### config.mk
export PLATFORM = sky130hd
export DESIGN_NAME = adc_pwr_ctrl
export DESIGN_NICKNAME = d
export VERILOG_FILES = /design/src/rtl/adc_pwr_pkg.sv /design/src/rtl/pm_line_sync.sv /design/src/rtl/pm_frame_cnt.sv /design/src/rtl/pm_mode_fsm.sv /design/src/rtl/adc_pwr_ctrl.sv
export SDC_FILE = /design/constraint.sdc
export NUM_CORES = 1
export LEC_CHECK = 0
export BUFFER_PORTS_ARGS = -buffer_cell sky130_fd_sc_hd__buf_4
export CAP_MARGIN = 20
export CELL_PAD_IN_SITES_DETAIL_PLACEMENT = 1
export CELL_PAD_IN_SITES_GLOBAL_PLACEMENT = 2
export CORE_MARGIN = 3
export CORE_UTILIZATION = 43
export DETAILED_ROUTE_END_ITERATION = 7
export PLACE_DENSITY = 0.81
export SYNTH_ARGS = -nofsm -noshare
export SYNTH_HDL_FRONTEND = slang
export SYNTH_HIERARCHICAL = 1
export SYNTH_SLANG_ARGS = --single-unit
### constraint.sdc
create_clock -name clk -period 6.7 [get_ports clk]
set_clock_uncertainty 0.15 [all_clocks]
set_input_delay 1.34 -clock clk [delete_from_list [all_inputs] [get_ports clk]]
set_output_delay 1.34 -clock clk [all_outputs]
set_load 0.02 [all_outputs]
### src/rtl/adc_pwr_pkg.sv
package adc_pwr_pkg;

  typedef enum logic [1:0] {
    PM_NORMAL  = 2'b00,
    PM_PARTIAL = 2'b01,
    PM_FULL    = 2'b10
  } pwr_mode_t;

  // True when an edge count ends a frame inside the abort window [lo, hi).
  function automatic logic in_abort_window(input int n, input int lo, input int hi);
    return (n >= lo) && (n < hi);
  endfunction

  // One step deeper into sleep; full power-down is the floor.
  function automatic pwr_mode_t deeper(input pwr_mode_t m);
    return (m == PM_NORMAL) ? PM_PARTIAL : PM_FULL;
  endfunction

  // Commit fires on the edge that brings the count to the commit edge.
  function automatic logic hits_commit(input logic fell, input int n, input int commit_at);
    return fell && (n == commit_at);
  endfunction

endpackage

### src/rtl/pm_line_sync.sv
module pm_line_sync #(
  parameter int STAGES = 2
) (
  input  logic clk,
  input  logic rst_n,
  input  logic line_i,
  output logic lvl_o,
  output logic lvl_d_o
);
  // Chain of STAGES synchroniser flops plus one history flop for edge detect.
  logic [STAGES:0] chain_q;

  always_ff @(posedge clk or negedge rst_n) begin
    if (!rst_n) chain_q <= '1;
    else        chain_q <= {chain_q[STAGES-1:0], line_i};
  end

  assign lvl_o   = chain_q[STAGES-1];
  assign lvl_d_o = chain_q[STAGES];
endmodule

### src/rtl/pm_frame_cnt.sv
module pm_frame_cnt #(
  parameter int FRAME_EDGES = 16,
  localparam int CNT_W = $clog2(FRAME_EDGES + 1)
) (
  input  logic             clk,
  input  logic             rst_n,
  input  logic             frame_start,
  input  logic             frame_end,
  input  logic             sclk_fall,
  output logic             in_frame,
  output logic [CNT_W-1:0] cnt_now
);
  logic [CNT_W-1:0] cnt_q;

  // Count including an edge seen in this very sample; saturates at a full frame.
  assign cnt_now = (in_frame && sclk_fall && (cnt_q != CNT_W'(FRAME_EDGES)))
                 ? cnt_q + 1'b1 : cnt_q;

  always_ff @(posedge clk or negedge rst_n) begin
    if (!rst_n) begin
      in_frame <= 1'b0;
      cnt_q    <= '0;
    end else if (frame_start) begin
      in_frame <= 1'b1;
      cnt_q    <= '0;
    end else begin
      if (frame_end) in_frame <= 1'b0;
      cnt_q <= cnt_now;
    end
  end
endmodule

### src/rtl/pm_mode_fsm.sv
module pm_mode_fsm
  import adc_pwr_pkg::*;
#(
  parameter int FRAME_EDGES   = 16,
  parameter int ABORT_FIRST   = 2,
  parameter int COMMIT_EDGE   = 10,
  parameter int SETTLE_EDGES  = 16,
  parameter int FULL_WAKE_CYC = 400000,
  localparam int CNT_W  = $clog2(FRAME_EDGES + 1),
  localparam int WAKE_MAX = (FULL_WAKE_CYC > SETTLE_EDGES) ? FULL_WAKE_CYC : SETTLE_EDGES,
  localparam int WAKE_W = $clog2(WAKE_MAX + 1)
) (
  input  logic             clk,
  input  logic             rst_n,
  input  logic             frame_start,
  input  logic             frame_end,
  input  logic             sclk_fall,
  input  logic             in_frame,
  input  logic [CNT_W-1:0] cnt_now,
  output pwr_mode_t        mode_q,
  output logic             valid_q,
  output logic             commit_evt,
  output logic             abort_evt
);
  logic [WAKE_W-1:0] wake_left_q;
  logic              by_edges_q;
  logic              settled;
  logic              wake_tick;

  assign settled    = (wake_left_q == '0);
  assign commit_evt = in_frame && (mode_q != PM_NORMAL)
                   && hits_commit(sclk_fall, int'(cnt_now), COMMIT_EDGE);
  assign abort_evt  = frame_end && in_frame && !commit_evt
                   && in_abort_window(int'(cnt_now), ABORT_FIRST, COMMIT_EDGE);
  assign wake_tick  = by_edges_q ? (sclk_fall && in_frame) : 1'b1;

  // Power mode: commit wins over an abort seen in the same sample.
  always_ff @(posedge clk or negedge rst_n) begin
    if (!rst_n)          mode_q <= PM_NORMAL;
    else if (commit_evt) mode_q <= PM_NORMAL;
    else if (abort_evt)  mode_q <= deeper(mode_q);
  end

  // Settling tracker: loaded when a dummy frame opens, counted in the unit of that sleep depth.
  always_ff @(posedge clk or negedge rst_n) begin
    if (!rst_n) begin
      wake_left_q <= '0;
      by_edges_q  <= 1'b0;
    end else if (frame_start && mode_q == PM_PARTIAL) begin
      wake_left_q <= WAKE_W'(SETTLE_EDGES);
      by_edges_q  <= 1'b1;
    end else if (frame_start && mode_q == PM_FULL) begin
      wake_left_q <= WAKE_W'(FULL_WAKE_CYC);
      by_edges_q  <= 1'b0;
    end else if (!settled && wake_tick) begin
      wake_left_q <= wake_left_q - 1'b1;
    end
  end

  // Frame validity is decided once, when the frame opens.
  always_ff @(posedge clk or negedge rst_n) begin
    if (!rst_n)           valid_q <= 1'b0;
    else if (frame_start) valid_q <= (mode_q == PM_NORMAL) && settled;
    else if (frame_end)   valid_q <= 1'b0;
  end
endmodule

### src/rtl/adc_pwr_ctrl.sv
module adc_pwr_ctrl
  import adc_pwr_pkg::*;
#(
  parameter int SYNC_STAGES   = 2,
  parameter int FRAME_EDGES   = 16,
  parameter int ABORT_FIRST   = 2,
  parameter int COMMIT_EDGE   = 10,
  parameter int SETTLE_EDGES  = 16,
  parameter int FULL_WAKE_CYC = 400000,
  localparam int CNT_W = $clog2(FRAME_EDGES + 1)
) (
  input  logic       clk,
  input  logic       rst_n,
  input  logic       cs_n_i,
  input  logic       sclk_i,
  output logic [1:0] pwr_mode,
  output logic       douta_en,
  output logic       doutb_en,
  output logic       frame_valid
);
  logic cs_lvl, cs_lvl_d, sclk_lvl, sclk_lvl_d;
  logic frame_start, frame_end, sclk_fall;
  logic in_frame, commit_evt, abort_evt, valid_q;
  logic [CNT_W-1:0] cnt_now;
  pwr_mode_t mode_q;

  pm_line_sync #(.STAGES(SYNC_STAGES)) u_cs_sync (
    .clk(clk), .rst_n(rst_n), .line_i(cs_n_i), .lvl_o(cs_lvl), .lvl_d_o(cs_lvl_d)
  );
  pm_line_sync #(.STAGES(SYNC_STAGES)) u_sclk_sync (
    .clk(clk), .rst_n(rst_n), .line_i(sclk_i), .lvl_o(sclk_lvl), .lvl_d_o(sclk_lvl_d)
  );

  // Named events, visible to the bound checker.
  assign frame_start = cs_lvl_d && !cs_lvl;
  assign frame_end   = !cs_lvl_d && cs_lvl;
  assign sclk_fall   = sclk_lvl_d && !sclk_lvl;

  pm_frame_cnt #(.FRAME_EDGES(FRAME_EDGES)) u_cnt (
    .clk(clk), .rst_n(rst_n), .frame_start(frame_start), .frame_end(frame_end),
    .sclk_fall(sclk_fall), .in_frame(in_frame), .cnt_now(cnt_now)
  );

  pm_mode_fsm #(
    .FRAME_EDGES(FRAME_EDGES), .ABORT_FIRST(ABORT_FIRST), .COMMIT_EDGE(COMMIT_EDGE),
    .SETTLE_EDGES(SETTLE_EDGES), .FULL_WAKE_CYC(FULL_WAKE_CYC)
  ) u_fsm (
    .clk(clk), .rst_n(rst_n), .frame_start(frame_start), .frame_end(frame_end),
    .sclk_fall(sclk_fall), .in_frame(in_frame), .cnt_now(cnt_now),
    .mode_q(mode_q), .valid_q(valid_q), .commit_evt(commit_evt), .abort_evt(abort_evt)
  );

  assign pwr_mode    = mode_q;
  assign douta_en    = in_frame;
  assign doutb_en    = in_frame;
  assign frame_valid = valid_q;
endmodule

==> results of run 1 <==
[area by class of cell]
type | count | area [sq um] | share of cell area (%)
clock buffers | 5 | 68.8 | 3.28
clock inverters | 3 | 43.8 | 2.09
inverters | 8 | 30.0 | 1.43
multi-input cells | 137 | 950 | 45.3
flip-flops and latches | 35 | 883 | 42.1
well taps | 50 | 62.6 | 2.98
repair buffers | 8 | 60.1 | 2.86
[layer usage]
| layer | GRT usage [%] | vias up | wire length [microns] |
|---|---|---|---|
| met5 | 0 | - | 0 |
| met4 | 5.94 | 0 | 57 |
| met3 | 4.16 | 6 | 141 |
| met2 | 30.9 | 17 | 2070 |
| met1 | 21.9 | 689 | 1820 |
| li1 | - | 680 | - |
[power breakdown]
part,switching [mW],internal [mW]
clock network,0.0783,0.111
registers,0.0851,0.276
logic,0.199,0.141
[critical path: stages, from the launching register on]
cell and delay, ns:
sky130_fd_sc_hd__dfstp_2 0.53, sky130_fd_sc_hd__nor2b_1 0.74, sky130_fd_sc_hd__nand2_1 0.15, sky130_fd_sc_hd__nor2_2 0.33, sky130_fd_sc_hd__nand2b_1 0.48, sky130_fd_sc_hd__nor2_1 0.11
[worst min path at each step]
stage | endpoint | cells after the start | slack, ns | from
2_1_floorplan | u_cs_sync/chain_q[1] | 0 | 0.20 | u_cs_sync/chain_q[0]
3_3_place_gp | u_sclk_sync/chain_q[1] | 0 | 0.20 | u_sclk_sync/chain_q[0]
3_5_place_dp | u_cs_sync/chain_q[1] | 0 | 0.20 | u_cs_sync/chain_q[0]
4_1_cts | u_cs_sync/chain_q[1] | 0 | 0.21 | u_cs_sync/chain_q[0]
5_1_grt | u_sclk_sync/chain_q[1] | 0 | 0.21 | u_sclk_sync/chain_q[0]
6_report | u_cs_sync/chain_q[1] | 0 | 0.20 | u_cs_sync/chain_q[0]
[per-stage QoR]
stage / setup slack [ns] / util (%) / hold slack, ns / area (sq um)
3_3_place_gp: 4.20 / 48.3 / 0.195 / 1990
6_report: 4.07 / 51.0 / 0.204 / 2100
2_1_floorplan: 4.50 / - / 0.195 / 1900
5_1_grt: 3.79 / 51.0 / 0.215 / 2100
3_5_place_dp: 4.04 / 48.3 / 0.197 / 1990
4_1_cts: 4.01 / 51.0 / 0.208 / 2100
[flip-flops by register name (all words and copies together) (netlist names)]
register and flops:
u_fsm/wake_left_q 19, u_fsm/by_edges_q 1, u_cnt/in_frame 1, u_cnt/cnt_q 5, u_cs_sync/chain_q 3, u_fsm/valid_q 1
u_fsm/mode_q 2, u_sclk_sync/chain_q 3
==> impl_metrics.sql, run 1 <==
INSERT INTO impl_metrics (metric_group, metric, value, unit) VALUES
('status', 'run_status', 'finished, final reports clean', ''),
('clock_network', 'cts_resized', '0', ''),
('placement', 'placedCellCount', '238', ''),
('timing', 'final_period_minus_worst_setup_slack', '2.63', 'ns'),
('worst_setup_path', 'ff2ff_setup_slack', '4.07', 'ns'),
('pwr', 'vdd_ir_drop_max', '0.000232', 'V'),
('global_routing', 'grt_antenna_before_repair', '0', ''),
('clock_network', 'cts-buffers-inserted', '5', ''),
('cells_and_area', 'design.final.nets', '202', ''),
('timing', 'rsz_0062_raised_after_global_routing', 'no', ''),
('cells_and_area', 'n_fill_cell', '448', ''),
('detailed_routing', 'vias_post_dr', '1392', ''),
('cells_and_area', 'drive_above_1_share', '21.9', '%'),
('clock_network', 'clock_tree.buffer_depth', '2', ''),
('timing', 'final.period_utilization', '39.2', '%'),
('placement', 'buffer_ports.inserted', '8', ''),
('worst_setup_path', 'crit_path_end', 'u_fsm/wake_left_q[3]', ''),
('global_routing', 'via_count_of_the_first_global_routing_pass', '1497', ''),
('cells_and_area', 'layout.cells.most_common_list', 'sky130_fd_sc_hd__dfrtp_1, sky130_fd_sc_hd__nor2_1, sky130_fd_sc_hd__nand2_1', ''),
('detailed_routing', 'drt_wl_total', '4090', 'microns'),
('worst_setup_path', 'critical_path.endpoint_type', 'register', ''),
('pwr', 'power.density_cell_area', '424', 'nW/um^2'),
('timing', 'report.final.setup_viol', '0', ''),
('floorplanning', 'io-pin-count', '9', ''),
('global_routing', 'global_route.usage.total', '17.9', '%'),
('synth', 'netlist_instances', '185', ''),
('pwr', 'p_total', '0.891', 'mW'),
('cells_and_area', 'post_layout_nonfiller_instances', '246', ''),
('synth', 'synth_fp_nets', '192', ''),
('worst_setup_path', 'critical_path_required', '6.71', 'ns'),
('placement', 'place.gp.congestion', '0.758', ''),
('cells_and_area', 'layout_commonest_cell', 'sky130_fd_sc_hd__dfrtp_1', ''),
('job', 'maxCapViolations', '0', ''),
('timing', 'finalSetupTns', '0', 'ns'),
('timing', 'maxSlewHeadroom', '37.5', '%'),
('timing', 'finalMaxSlewViolations', '0', ''),
('floorplanning', 'std_cell_rows', '23', ''),
('pwr', 'cellLeakagePower', '0.915', 'nW'),
('detailed_routing', 'dr.pass1.iters', '4', ''),
('worst_setup_path', 'timing.critical_path.from', 'u_cs_sync/chain_q[2]', ''),
('detailed_routing', 'remaining_drc_errors', '0', ''),
('worst_setup_path', 'reg2regPathDepth', '5', ''),
('clock_network', 'hold_buffers', '0', ''),
('floorplanning', 'floorplan.die.width', '72.4', 'microns'),
('detailed_routing', 'via_per_inst', '5.66', ''),
('worst_setup_path', 'critPathLaunchType', 'register', ''),
('worst_setup_path', 'source_of_the_worst_register_to_register_timing_path', 'u_cs_sync/chain_q[2]', ''),
('hold_path', 'hold_path_class', 'register to register', ''),
('worst_setup_path', 'r2r_path_end', 'u_fsm/wake_left_q[3]', ''),
('detailed_routing', 'drt_iter0_drc', '50', ''),
('detailed_routing', 'drtAntennaViolNets', '0', ''),
('global_routing', 'grt-ovfl-total', '0', ''),
('cells_and_area', 'layout_area_growth_over_synthesis', '10.6', '%'),
('worst_setup_path', 'critical_path_class', 'register to register', ''),
('detailed_routing', 'routedWlPerCell', '16.6', 'microns'),
('worst_setup_path', 'crit_path_arrival_time', '2.63', 'ns'),
('synth', 'yosysWarningCount', '6', ''),
('timing', 'maxClockFrequency', '381', 'MHz'),
('floorplanning', 'die_h', '72.4', 'microns'),
('timing', 'max_slew.worst_pin.slew', '0.935', 'ns'),
('clock_network', 'clk_transition_reported_paths', '0.07', 'ns'),
('synth', 'avgSynthCellArea', '10.3', 'sq um'),
('worst_setup_path', 'path_max_fanout', '14', ''),
('floorplanning', 'core-area', '4120', 'sq um'),
('synth', 'syn-cell-area', '1900', 'sq um'),
('cells_and_area', 'diodes', '0', ''),
('clock_network', 'tritoncts', 'yes', ''),
('placement', 'hpwl', '2950', 'microns'),
('clock_network', 'cts_setup_buffers', '0', ''),
('clock_network', 'cts-htree-levels', '2', ''),
('floorplanning', 'starting_density_of_the_core', '46.1', '%'),
('clock_network', 'cts_sink_cnt', '35', ''),
('timing', 'finalHoldViolations', '0', ''),
('clock_network', 'clock_tree.root_cell', 'sky130_fd_sc_hd__clkbuf_8', ''),
('floorplanning', 'design.die.area', '5240', 'sq um'),
('global_routing', 'grt_first_pass_wirelength', '7180', 'microns'),
('clock_network', 'clkLatencyLatePin', '0.29', 'ns'),
('global_routing', 'grt_start_max_net_pins', '36', '');
Power figures use the tool's default switching activity.
==> inputs of run 2 (changes only) <==
--- a/config.mk
+++ b/config.mk
@@ -5,14 +5,15 @@
 export SDC_FILE = /design/constraint.sdc
 export NUM_CORES = 1
 export LEC_CHECK = 0
+export ABC_AREA = 1
 export BUFFER_PORTS_ARGS = -buffer_cell sky130_fd_sc_hd__buf_4
 export CAP_MARGIN = 20
 export CELL_PAD_IN_SITES_DETAIL_PLACEMENT = 1
 export CELL_PAD_IN_SITES_GLOBAL_PLACEMENT = 2
 export CORE_MARGIN = 3
-export CORE_UTILIZATION = 43
+export CORE_UTILIZATION = 32
 export DETAILED_ROUTE_END_ITERATION = 7
-export PLACE_DENSITY = 0.81
+export PLACE_DENSITY = 0.72
 export SYNTH_ARGS = -nofsm -noshare
 export SYNTH_HDL_FRONTEND = slang
 export SYNTH_HIERARCHICAL = 1
==> constraint.sdc (replaced) <==
create_clock -name clk -period 2.2 [get_ports clk]
set_clock_uncertainty 0.15 [all_clocks]
set_input_delay 0.44 -clock clk [delete_from_list [all_inputs] [get_ports clk]]
set_output_delay 0.44 -clock clk [all_outputs]
set_load 0.02 [all_outputs]
==> run 2 against run 1 <==
Compared with the run above:
- via count increased by 32%
- global-route usage decreased by 1.6 points
- clock power grew to 3.4 times the previous value
- non-clock buffer count increased by 9
- sequential cell count is the same
- critical endpoint is now u_fsm/mode_q[0]
- highest routed layer unchanged
==> impl_metrics.sql, run 2 <==
INSERT INTO impl_metrics (metric_group, metric, value, unit) VALUES
('status', 'run_status', 'finished, final reports clean', ''),
('floorplanning', 'starting_density_of_the_core', '33.3', '%'),
('global_routing', 'grt_first_pass_wirelength', '9740', 'microns'),
('cells_and_area', 'design.final.nets', '322', ''),
('clock_network', 'clock_tree.buffer_depth', '2', ''),
('synth', 'netlist_instances', '295', ''),
('timing', 'report.final.setup_viol', '0', ''),
('global_routing', 'global_route.usage.total', '16.3', '%'),
('global_routing', 'grt_antenna_before_repair', '0', ''),
('clock_network', 'clkLatencyLatePin', '0.29', 'ns'),
('cells_and_area', 'post_layout_nonfiller_instances', '393', ''),
('timing', 'maxSlewHeadroom', '69.1', '%'),
('cells_and_area', 'drive_above_1_share', '18.4', '%'),
('clock_network', 'clk_transition_reported_paths', '0.08', 'ns'),
('placement', 'hpwl', '4100', 'microns'),
('synth', 'avgSynthCellArea', '7.22', 'sq um'),
('worst_setup_path', 'critical_path.endpoint_type', 'register', ''),
('floorplanning', 'floorplan.die.width', '87.6', 'microns'),
('timing', 'finalMaxSlewViolations', '0', ''),
('cells_and_area', 'largestRegisters', 'u_fsm/wake_left_q x19, u_cnt/cnt_q x5', ''),
('detailed_routing', 'via_per_inst', '4.68', ''),
('placement', 'placedCellCount', '378', ''),
('job', 'maxCapViolations', '0', ''),
('clock_network', 'clock_tree.root_cell', 'sky130_fd_sc_hd__clkbuf_8', ''),
('synth', 'syn-cell-area', '2130', 'sq um'),
('detailed_routing', 'drtAntennaViolNets', '0', ''),
('floorplanning', 'io-pin-count', '9', ''),
('cells_and_area', 'diodes', '0', ''),
('timing', 'max_slew.worst_pin.slew', '0.463', 'ns'),
('detailed_routing', 'dr.pass1.iters', '4', ''),
('cells_and_area', 'registers.top_by_ff_count', 'u_fsm/wake_left_q', ''),
('worst_setup_path', 'critical_path_required', '2.25', 'ns'),
('detailed_routing', 'routedWlPerCell', '13.8', 'microns'),
('floorplanning', 'design.die.area', '7670', 'sq um'),
('cells_and_area', 'layout.cells.most_common_list', 'sky130_fd_sc_hd__nand2_1, sky130_fd_sc_hd__inv_1, sky130_fd_sc_hd__nor2_1', ''),
('clock_network', 'cts-htree-levels', '2', ''),
('pwr', 'vdd_ir_drop_max', '0.000456', 'V'),
('global_routing', 'via_count_of_the_first_global_routing_pass', '1916', ''),
('clock_network', 'cts-buffers-inserted', '5', ''),
('synth', 'yosysWarningCount', '6', ''),
('timing', 'finalHoldViolations', '0', ''),
('clock_network', 'tritoncts', 'yes', ''),
('timing', 'final_period_minus_worst_setup_slack', '1.99', 'ns'),
('cells_and_area', 'number_of_flip_flops_under_the_largest_register_name', '19', ''),
('timing', 'maxClockFrequency', '503', 'MHz'),
('global_routing', 'grt_start_max_net_pins', '36', ''),
('placement', 'buffer_ports.inserted', '8', ''),
('detailed_routing', 'remaining_drc_errors', '0', ''),
('cells_and_area', 'layout_commonest_cell', 'sky130_fd_sc_hd__nand2_1', ''),
('clock_network', 'cts_sink_cnt', '35', ''),
('detailed_routing', 'vias_post_dr', '1839', ''),
('floorplanning', 'core-area', '6390', 'sq um'),
('detailed_routing', 'drt_iter0_drc', '34', ''),
('global_routing', 'grt-ovfl-total', '0', ''),
('timing', 'final.period_utilization', '90.4', '%'),
('worst_setup_path', 'path_max_fanout', '4', ''),
('worst_setup_path', 'critPathLaunchType', 'register', ''),
('worst_setup_path', 'critical_path_class', 'register to register', ''),
('placement', 'place.gp.congestion', '0.757', ''),
('cells_and_area', 'layout_area_growth_over_synthesis', '16.2', '%'),
('synth', 'synth_fp_nets', '302', ''),
('pwr', 'power.density_cell_area', '1260', 'nW/um^2'),
('floorplanning', 'die_h', '87.6', 'microns'),
('timing', 'finalHoldWorstSlack', '0.103', 'ns'),
('floorplanning', 'std_cell_rows', '29', ''),
('pwr', 'cellLeakagePower', '1.29', 'nW'),
('hold_path', 'hold_path_class', 'primary input to register', ''),
('detailed_routing', 'drt_wl_total', '5410', 'microns'),
('worst_setup_path', 'crit_path_arrival_time', '2.04', 'ns'),
('cells_and_area', 'n_fill_cell', '800', '');
run 2: changes by cell type in the layout (fill, tap and decap cells not counted), moves of 6 or more:
cell / before / now
sky130_fd_sc_hd__inv_1: 8 / 39
sky130_fd_sc_hd__buf_4: 8 / 16
sky130_fd_sc_hd__nand3_1: 6 / 27
sky130_fd_sc_hd__nor2_1: 21 / 39
sky130_fd_sc_hd__nor2_2: 2 / 8
sky130_fd_sc_hd__nand2_1: 13 / 84
run 2: stage by stage:
step	power, mW	worst slack, ns	util, %	TNS [ns]	cell area (sq um)
2_1_floorplan	2.15	0.230	-	0	2130
3_3_place_gp	2.47	0.112	35.4	0	2260
3_5_place_dp	2.49	0.103	35.4	0	2260
4_1_cts	3.15	0.0865	37.5	0	2390
5_1_grt	3.49	-0.0161	38.7	-0.0161	2470
6_report	3.13	0.211	38.7	0	2470
run 2: worst paths after layout:
check	start	endpoint	slack, ns	cells past startpoint
setup reg to reg	u_cnt/cnt_q[1]	u_fsm/mode_q[0]	0.21	12
hold / removal	cs_n_i	u_cs_sync/chain_q[0]	0.10	1
setup / recovery	u_cnt/cnt_q[1]	u_fsm/mode_q[0]	0.21	12
hold reg to reg	u_sclk_sync/chain_q[0]	u_sclk_sync/chain_q[1]	0.21	0
max in group asynchronous	rst_n	u_cnt/cnt_q[0]	1.05	2
min in group asynchronous	rst_n	u_cnt/cnt_q[4]	0.49	2
run 2: final cells by class:
class                      count  area, sq um  area share [%]
multi-input combinational    212         1070            43.2
sequential                    35          885            35.8
inverter                      44          171            6.93
timing repair buffer          17          130            5.26
tap                           77         96.3            3.89
clock buffer                   6         82.6            3.34
clock inverter                 2         38.8            1.57
run 2: repair_timing:
| action | 4_1_cts | 5_1_grt |
|---|---|---|
| endpoints found under the hold margin | 29 | 0 |
| setup buffers | 0 | 6 |
| hold buffers | 1 | 0 |
| endpoints found under the setup margin | 0 | 12 |
| gates resized for setup | 0 | 11 |
run 2: worst max-delay path, stage by stage (launching register included):
cell and delay (ns):
sky130_fd_sc_hd__dfrtp_1 0.41, sky130_fd_sc_hd__inv_1 0.08, sky130_fd_sc_hd__ha_1 0.17, sky130_fd_sc_hd__nand2_1 0.07, sky130_fd_sc_hd__inv_2 0.05, sky130_fd_sc_hd__a21oi_4 0.16, sky130_fd_sc_hd__nand2_1 0.07, sky130_fd_sc_hd__nand2_1 0.08
sky130_fd_sc_hd__inv_1 0.07, sky130_fd_sc_hd__nor2_2 0.12, sky130_fd_sc_hd__xor2_1 0.18, sky130_fd_sc_hd__nor2_2 0.07, sky130_fd_sc_hd__o31ai_1 0.23
run 2: report_power, final:
group / internal, mW / switching [mW] / leakage, nW
Sequential: 0.820 / 0.185 / 0.441
Clock: 0.373 / 0.261 / 0.0618
Combinational: 0.511 / 0.976 / 0.787
Total: 1.70 / 1.42 / 1.29
run 2: layer usage:
metal  vias up  wire length [microns]  global-route usage [%]
met5         -                      0                       0
met4         0                     19                    3.35
met3         2                     76                    2.82
met2         7                   2520                    25.5
met1       873                   2800                    23.6
li1        957                      -                       -
